===== config.mk =====
export PLATFORM = sky130hd
export DESIGN_NAME = bbpi_loop_filter
export DESIGN_NICKNAME = d
export VERILOG_FILES = /design/src/rtl/bbpi_pkg.sv /design/src/rtl/bbpi_ctrl.sv /design/src/rtl/bbpi_datapath.sv /design/src/rtl/bbpi_loop_filter.sv
export SDC_FILE = /design/constraint.sdc
export NUM_CORES = 1
export LEC_CHECK = 0
export BUFFER_PORTS_ARGS = -buffer_cell sky130_fd_sc_hd__buf_2
export CAP_MARGIN = 20
export CORE_ASPECT_RATIO = 0.9
export CORE_MARGIN = 4
export CORE_UTILIZATION = 35
export DETAILED_ROUTE_END_ITERATION = 7
export SLEW_MARGIN = 20
export SYNTH_ARGS = -nofsm -noshare
export SYNTH_HDL_FRONTEND = slang
export SYNTH_SLANG_ARGS = --single-unit

===== constraint.sdc =====
create_clock -name clk -period 10 [get_ports clk]
set_input_delay 1.5 -clock clk [delete_from_list [all_inputs] [get_ports clk]]
set_output_delay 1.5 -clock clk [all_outputs]
set_load 0.02 [all_outputs]

===== src/rtl/bbpi_pkg.sv =====
package bbpi_pkg;

  // Strobes from control to datapath, valid for one reference cycle.
  typedef struct packed {
    logic load;   // load integrator and output with the mid-scale value
    logic step;   // run one PI update this cycle
    logic dirUp;  // sign of the error: 1 means +1, 0 means -1
  } lfStrobe_t;

endpackage


===== src/rtl/bbpi_ctrl.sv =====
module bbpi_ctrl
  import bbpi_pkg::*;
(
  input  logic      clk,
  input  logic      rst,
  input  logic      enable,
  input  logic      late,
  output lfStrobe_t strobe
);

  // Reset wins over enable; the decision bit becomes the error sign.
  always_comb begin
    strobe.load  = rst;
    strobe.step  = !rst && enable;
    strobe.dirUp = late;
  end


  reset_priority_chk: assert property (@(posedge clk)
    rst |-> (strobe.load && !strobe.step));


  sleep_no_step_chk: assert property (@(posedge clk) disable iff (rst)
    !enable |-> !strobe.step);

endmodule


===== src/rtl/bbpi_datapath.sv =====
module bbpi_datapath
  import bbpi_pkg::*;
#(
  parameter int OUT_W      = 10,
  parameter int FRAC_W     = 6,
  parameter int KP         = 16,
  parameter int KI         = 1,
  parameter int RESET_CODE = 512
) (
  input  logic             clk,
  input  logic             rst,
  input  lfStrobe_t        strobe,
  output logic [OUT_W-1:0] tuneCode
);

  localparam int ACC_W  = OUT_W + FRAC_W + 2;
  localparam int MAXFIX = ((1 << OUT_W) - 1) << FRAC_W;
  localparam int HALF   = 1 << (FRAC_W - 1);

  typedef logic signed [ACC_W-1:0] fix_t;

  localparam fix_t MAX_S   = fix_t'(MAXFIX);
  localparam fix_t KP_S    = fix_t'(KP);
  localparam fix_t KI_S    = fix_t'(KI);
  localparam fix_t HALF_S  = fix_t'(HALF);
  localparam fix_t INIT_S  = fix_t'(RESET_CODE << FRAC_W);

  function automatic fix_t clampFix(input fix_t v);
    if (v < 0)          return '0;
    else if (v > MAX_S) return MAX_S;
    else                return v;
  endfunction

  fix_t integQ, integNext, propSum, roundSum;
  logic [OUT_W-1:0] codeQ, codeNext;

  // Integral path: add or subtract KI, then saturate.
  always_comb begin
    integNext = clampFix(strobe.dirUp ? (integQ + KI_S) : (integQ - KI_S));
    propSum   = clampFix(strobe.dirUp ? (integNext + KP_S) : (integNext - KP_S));
    roundSum  = propSum + HALF_S;
    codeNext  = roundSum[FRAC_W +: OUT_W];
  end

  always_ff @(posedge clk) begin
    if (strobe.load) begin
      integQ <= INIT_S;
      codeQ  <= OUT_W'(RESET_CODE);
    end else if (strobe.step) begin
      integQ <= integNext;
      codeQ  <= codeNext;
    end
  end

  assign tuneCode = codeQ;


  integ_range_chk: assert property (@(posedge clk) disable iff (rst)
    (integQ >= 0) && (integQ <= MAX_S));


  integ_rise_chk: assert property (@(posedge clk) disable iff (rst)
    (strobe.step && strobe.dirUp && (integQ <= MAX_S - KI_S))
      |=> (integQ > $past(integQ)));


  integ_fall_chk: assert property (@(posedge clk) disable iff (rst)
    (strobe.step && !strobe.dirUp && (integQ >= KI_S))
      |=> (integQ < $past(integQ)));


  freeze_chk: assert property (@(posedge clk) disable iff (rst)
    (!strobe.load && !strobe.step) |=> ($stable(codeQ) && $stable(integQ)));


  reset_code_chk: assert property (@(posedge clk) disable iff (rst)
    $fell(strobe.load) |-> (codeQ == OUT_W'(RESET_CODE)));

endmodule


===== src/rtl/bbpi_loop_filter.sv =====
module bbpi_loop_filter
  import bbpi_pkg::*;
#(
  parameter int OUT_W      = 10,
  parameter int FRAC_W     = 6,
  parameter int KP         = 16,
  parameter int KI         = 1,
  parameter int RESET_CODE = 512
) (
  input  logic             clk,
  input  logic             rst,
  input  logic             enable,
  input  logic             late,
  output logic [OUT_W-1:0] tuneCode
);

  lfStrobe_t strobe;

  bbpi_ctrl u_ctrl (
    .clk    (clk),
    .rst    (rst),
    .enable (enable),
    .late   (late),
    .strobe (strobe)
  );

  bbpi_datapath #(
    .OUT_W      (OUT_W),
    .FRAC_W     (FRAC_W),
    .KP         (KP),
    .KI         (KI),
    .RESET_CODE (RESET_CODE)
  ) u_dp (
    .clk      (clk),
    .rst      (rst),
    .strobe   (strobe),
    .tuneCode (tuneCode)
  );

endmodule


==> results.toml, run 1 <==
[status]
status = "finished clean"

[clock_tree]
cts_resized = 0
root_buffer = "clkbuf_8"
cts_setup_buffers = 0
ctsHoldBuffers = 0
cts.sinks = 27
clk-insertion-delay-late_ps = 290
cts_buffers = 3
cts_tree = "built"
clockBufferDepth = 2
clk_pin_slew_ps = 110
htreeDepth = 1

[route]
firstDrtPassIters = 5
via_per_inst = 6.268
drt-initial-drc-count = 451
antenna_left = 0
drc = 0
vias = 3742
wl_per_cell_um = 18.16
routed_wl_mm = 10.84

[timing]
period_minus_slack_ps = 8753
tightest_slew_ps = 772.8
timing_hold_violations_final = 0
fmax_mhz = 114.2
final_max_slew_viol_count = 0
finalSetupViolations = 0
tns_ps = 0
rsz0062_at_grt = "no"
fin_crit_sh_pct = 87.53
slew_headroom_pct = 48.11
fin_skew_ps = 8.186

[synth]
synth-seq-cells = 27
async_flop_share_pct = 0
synthTopCellsByArea = "dfxtp_1, ha_1, a21oi_1, nand2_1, nor2_1"
ys_top_cells_by_count = "nand2_1, nor2_1, a21oi_1, dfxtp_1, o21ai_0"
synth_nets = 499
synth_top_area_cell = "dfxtp_1"
synth-edff-count = 0
synth_top_area_share_pct = 15.32
syn_inst = 471
synthFlopType = "dfxtp_1"
seq_area_frac_synth_pct = 15.32
synth.most_common_cell = "nand2_1"
synthesis.area_um2 = 3528
synth_cell_type_count = 83
yosys_warnings = 0
synth_area_per_cell_um2 = 7.491

[layout]
n_antenna_cell = 0
syn2layout_area_growth_pct = 6.135
multiInputGateArea_um2 = 2868
register_area_um2 = 540.5
fillCellCount = 1027
drive_above_1_share_pct = 12.74
final_nets = 500
post-route-util_pct = 38.44

[critical_path]
reg2reg_setup_slack_ps = 2580
end_kind = "flip-flop"
slowest_stage = "nor2_2"
crit_path_start_kind = "input port"
r2r_cells = 24
regToRegEndpoint = "u_dp.tuneCode[9]"
slowest_delay_ps = 630
path_class = "input port to flip-flop"
r2r_start = "u_dp.integQ[0]"
critPathMaxFanout = 16
crit_end = "u_dp.tuneCode[9]"
cpMostUsedCell = "inv_1"
arrival_ps = 8950
crit_start = "late"
crit_required_ps = 10200

[die]
fp-row-count = 34
die_width_um = 113.8
dieArea_um2 = 11750
die_y_um = 103.3
coreArea_um2 = 9742
pin_count = 14
initial_core_util_pct = 36.22

[hold_path]
min_path_cells = 2
hp-class = "flip-flop to flip-flop"

[grt]
antenna_found_initial = 0
grt_max_degree = 26
gr-total-overflow = 0
grt_pass1_vias = 3294
grt_pass1_wl_mm = 17.12
grt_usage_pct = 18.10

[placement]
gp_routability_congestion = 0.9052
port_buffers = 13
dp_hpwl_mm = 8.303

[pwr]
powerDensity_nw_per_um2 = 136.2
peakVddDrop_mv = 0.06392
power_leakage_nw = 1.493

[flow_run]
drv_cap = 0
## layer usage
metal	wire, um	GRT usage [%]	share of wire, %	vias up
met1	5203	27.13	48	1764
met4	222	4.932	2.0	0
met2	4656	27.61	43	160
met3	757	1.862	7.0	21
met5	0	0	0	-
li1	-	-	-	1797
## how the worst min path moves through the flow
stage,from,end,slack (ps)
after floorplan,u_dp.integQ[16],u_dp.integQ[16],430
after global placement,u_dp.integQ[7],u_dp.integQ[7],450
after detailed placement,u_dp.integQ[3],u_dp.integQ[3],450
after CTS,u_dp.integQ[3],u_dp.integQ[3],470
after global routing,u_dp.integQ[2],u_dp.integQ[2],490
final,u_dp.integQ[7],u_dp.integQ[7],460
## registers in the layout, summed over array words and instances, names as in the netlist
register       count
u_dp.tuneCode     10
u_dp.integQ       17
## kinds of logic after synthesis
family | Yosys count | share of synthesized area (%)
buffers and inverters | 29 | 3.404
AND/OR/NAND/NOR | 187 | 26.95
flip-flops | 27 | 15.32
AO/OA/AOI/OAI | 177 | 38.05
adder cells (fa/ha/maj) | 24 | 8.936
multiplexers | 11 | 3.156
XOR/XNOR | 16 | 4.185
## per-stage QoR
stage	setup WS [ps]	instance area, um^2	total power [mW]	hold slack, ps	instances
2_1_floorplan	2148	3528	0.3647	434.0	471
3_3_place_gp	1351	3699	0.4333	446.5	593
3_5_place_dp	1118	3699	0.4364	454.9	593
4_1_cts	1417	3745	0.5075	470.7	597
5_1_grt	791.5	3745	0.5483	490.6	597
6_report	1247	3745	0.5099	464.7	597
## cell usage in the layout (no fill, tap or decap), types with 4 or more instances in the layout
cell type   n
a211oi_1   11
a211oi_2    4
a21boi_0    4
a21o_1     12
a21oi_1    41
a22o_1      4
a31o_2      4
and2_1      7
and3_1      4
buf_2      13
buf_4       6
dfxtp_1    27
ha_1       22
inv_1       5
mux2i_1    10
nand2_1    52
nand2b_1    6
nand3_1    15
nand3b_1    5
nand4_1     5
nor2_1     46
nor2b_1     6
nor3_1     10
nor3b_1     6
o211a_1     6
o211ai_1   13
o21a_1      5
o21ai_0    23
o21ai_1     5
or2_2       4
or3_1       5
xnor2_1     9
xor2_1      6
## power breakdown
part           total, mW  switching (mW)  internal (mW)
combinational      0.318           0.203          0.115
clock             0.0674          0.0394         0.0281
sequential         0.125         0.00640          0.118
## final cells by class
type	count	share of cell area [%]
Clock inverter	1	0.1336
Tap cell	126	4.210
Multi-Input combinational cell	415	76.58
Inverter	6	0.6014
Clock buffer	3	1.103
Timing Repair Buffer	19	2.940
Sequential cell	27	14.43
## worst max-delay path, delay by kind of cell
kind / cells / cell delay (ps)
mux: 1 / 310
fa+ha+maj: 3 / 860
simple gates: 7 / 2210
compound gates: 10 / 3070
buf+inv: 5 / 990
(Power assumes the default switching activity.)
==> run 2: changes to the inputs <==
--- a/config.mk
+++ b/config.mk
@@ -11,6 +11,7 @@
 export CORE_MARGIN = 4
 export CORE_UTILIZATION = 35
 export DETAILED_ROUTE_END_ITERATION = 7
+export PLACE_DENSITY = 0.49
 export SLEW_MARGIN = 20
 export SYNTH_ARGS = -nofsm -noshare
 export SYNTH_HDL_FRONTEND = slang
==> results.toml, run 2 (same netlist as run 1, synthesis figures left out) <==
[timing]
fin_crit_sh_pct = 86.77
tns_ps = 0
period_minus_slack_ps = 8677
holdWs_ps = 473.6
fmax_mhz = 115.2
final_max_slew_viol_count = 0
fin_skew_ps = 3.393
slew_headroom_pct = 37.36
tightest_slew_ps = 932.9
timing_hold_violations_final = 0
finalSetupViolations = 0
rsz0062_at_grt = "no"

[critical_path]
slowest_delay_ps = 610
cpMostUsedCell = "inv_1"
end_kind = "flip-flop"
crit_path_start_kind = "input port"
slowest_stage = "or4_4"
crit_family = "simple AND/OR/NAND/NOR gates"
path_class = "input port to flip-flop"
crit_required_ps = 10180
critPathBufInv = 6
regToRegEndpoint = "u_dp.tuneCode[9]"
r2r_cells = 25
arrival_ps = 8860
reg2reg_setup_slack_ps = 2760
r2r_start = "u_dp.integQ[0]"
critPathMaxFanout = 18

[clock_tree]
cts_resized = 0
clk-insertion-delay-late_ps = 270
ctsHoldBuffers = 0
clockBufferDepth = 2
clk_pin_slew_ps = 90
root_buffer = "clkbuf_8"
htreeDepth = 1
cts.sinks = 27
cts_buffers = 3
cts_setup_buffers = 0
cts_tree = "built"

[placement]
dp_hpwl_mm = 8.726
port_buffers = 13
gp_routability_congestion = 0.8554
placed_cells = 593

[hold_path]
hold-path-endpoint = "u_dp.integQ[2]"
hp-class = "flip-flop to flip-flop"
hold_start = "u_dp.integQ[2]"
min_path_cells = 2

[layout]
drive_above_1_share_pct = 12.74
top_register = "u_dp.integQ"
layout_common_cells = "nand2_1, nor2_1, a21oi_1"
syn2layout_area_growth_pct = 6.135
post-route-util_pct = 38.44
final_nets = 500
fillCellCount = 1019
largest_reg_flops = 17
n_antenna_cell = 0
final_common_cell = "nand2_1"
final_cells = 597

[grt]
antenna_found_initial = 0
grt_usage_pct = 18.85
gr-total-overflow = 0
grt_pass1_vias = 3341
grt_pass1_wl_mm = 17.74
grt_max_degree = 25

[die]
die_width_um = 113.8
coreArea_um2 = 9742
fp-row-count = 34
initial_core_util_pct = 36.22
die_y_um = 103.3
dieArea_um2 = 11750
pin_count = 14

[route]
routed_wl_mm = 11.02
antenna_left = 0
wl_per_cell_um = 18.45
drc = 0
firstDrtPassIters = 5
via_per_inst = 6.109
vias = 3647
drt-initial-drc-count = 336

[status]
status = "finished clean"

[pwr]
power_leakage_nw = 1.492
peakVddDrop_mv = 0.08449
powerDensity_nw_per_um2 = 134.8
power_mw = 0.5049

[flow_run]
drv_cap = 0
-- run 2: cell counts in the layout (fill, tap and decap cells not counted) --
Identical to the previous run, type by type.
-- run 2: tightest hold or removal path, stage by stage (launching register included) --
cell and delay [ps]:
dfxtp_1 330, nand2_1 50, a21oi_1 50
-- run 2: metal layers --
layer / wire length, um / track usage, % / vias up / share of wire, %
li1: - / - / 1795 / -
met3: 466 / 0.6399 / 12 / 4.2
met4: 218 / 5.114 / 0 / 2.0
met1: 5690 / 28.95 / 1739 / 52
met2: 4639 / 28.88 / 101 / 42
met5: 0 / 0 / - / 0
-- run 2: power by group --
group          internal [mW]  switching, mW
sequential             0.118        0.00815
clock                 0.0278         0.0320
combinational          0.115          0.204
total                  0.261          0.244
-- run 2: worst max-delay path by stage --
| stage | from | endpoint | depth (start not counted) |
|---|---|---|---|
| floorplan | late | u_dp.tuneCode[9] | 29 |
| global placement | late | u_dp.tuneCode[9] | 24 |
| detailed placement | late | u_dp.tuneCode[9] | 29 |
| CTS | late | u_dp.tuneCode[9] | 29 |
| global route | late | u_dp.tuneCode[9] | 29 |
| finish | late | u_dp.tuneCode[9] | 29 |
-- run 2: layout make-up --
cell class	instances	area, um^2	area share [%]
Multi-Input combinational cell	415	2868	76.58
Tap cell	126	157.7	4.210
Clock inverter	1	5.005	0.1336
Inverter	6	22.52	0.6014
Timing Repair Buffer	19	110.1	2.940
Clock buffer	3	41.29	1.103
Sequential cell	27	540.5	14.43
-- run 2: metrics by stage --
step | setup slack, ps | cell area, um^2
after global routing | 824.6 | 3745
after floorplan | 2148 | 3528
after detailed placement | 1150 | 3699
after global placement | 1249 | 3699
final | 1323 | 3745
after CTS | 1413 | 3745
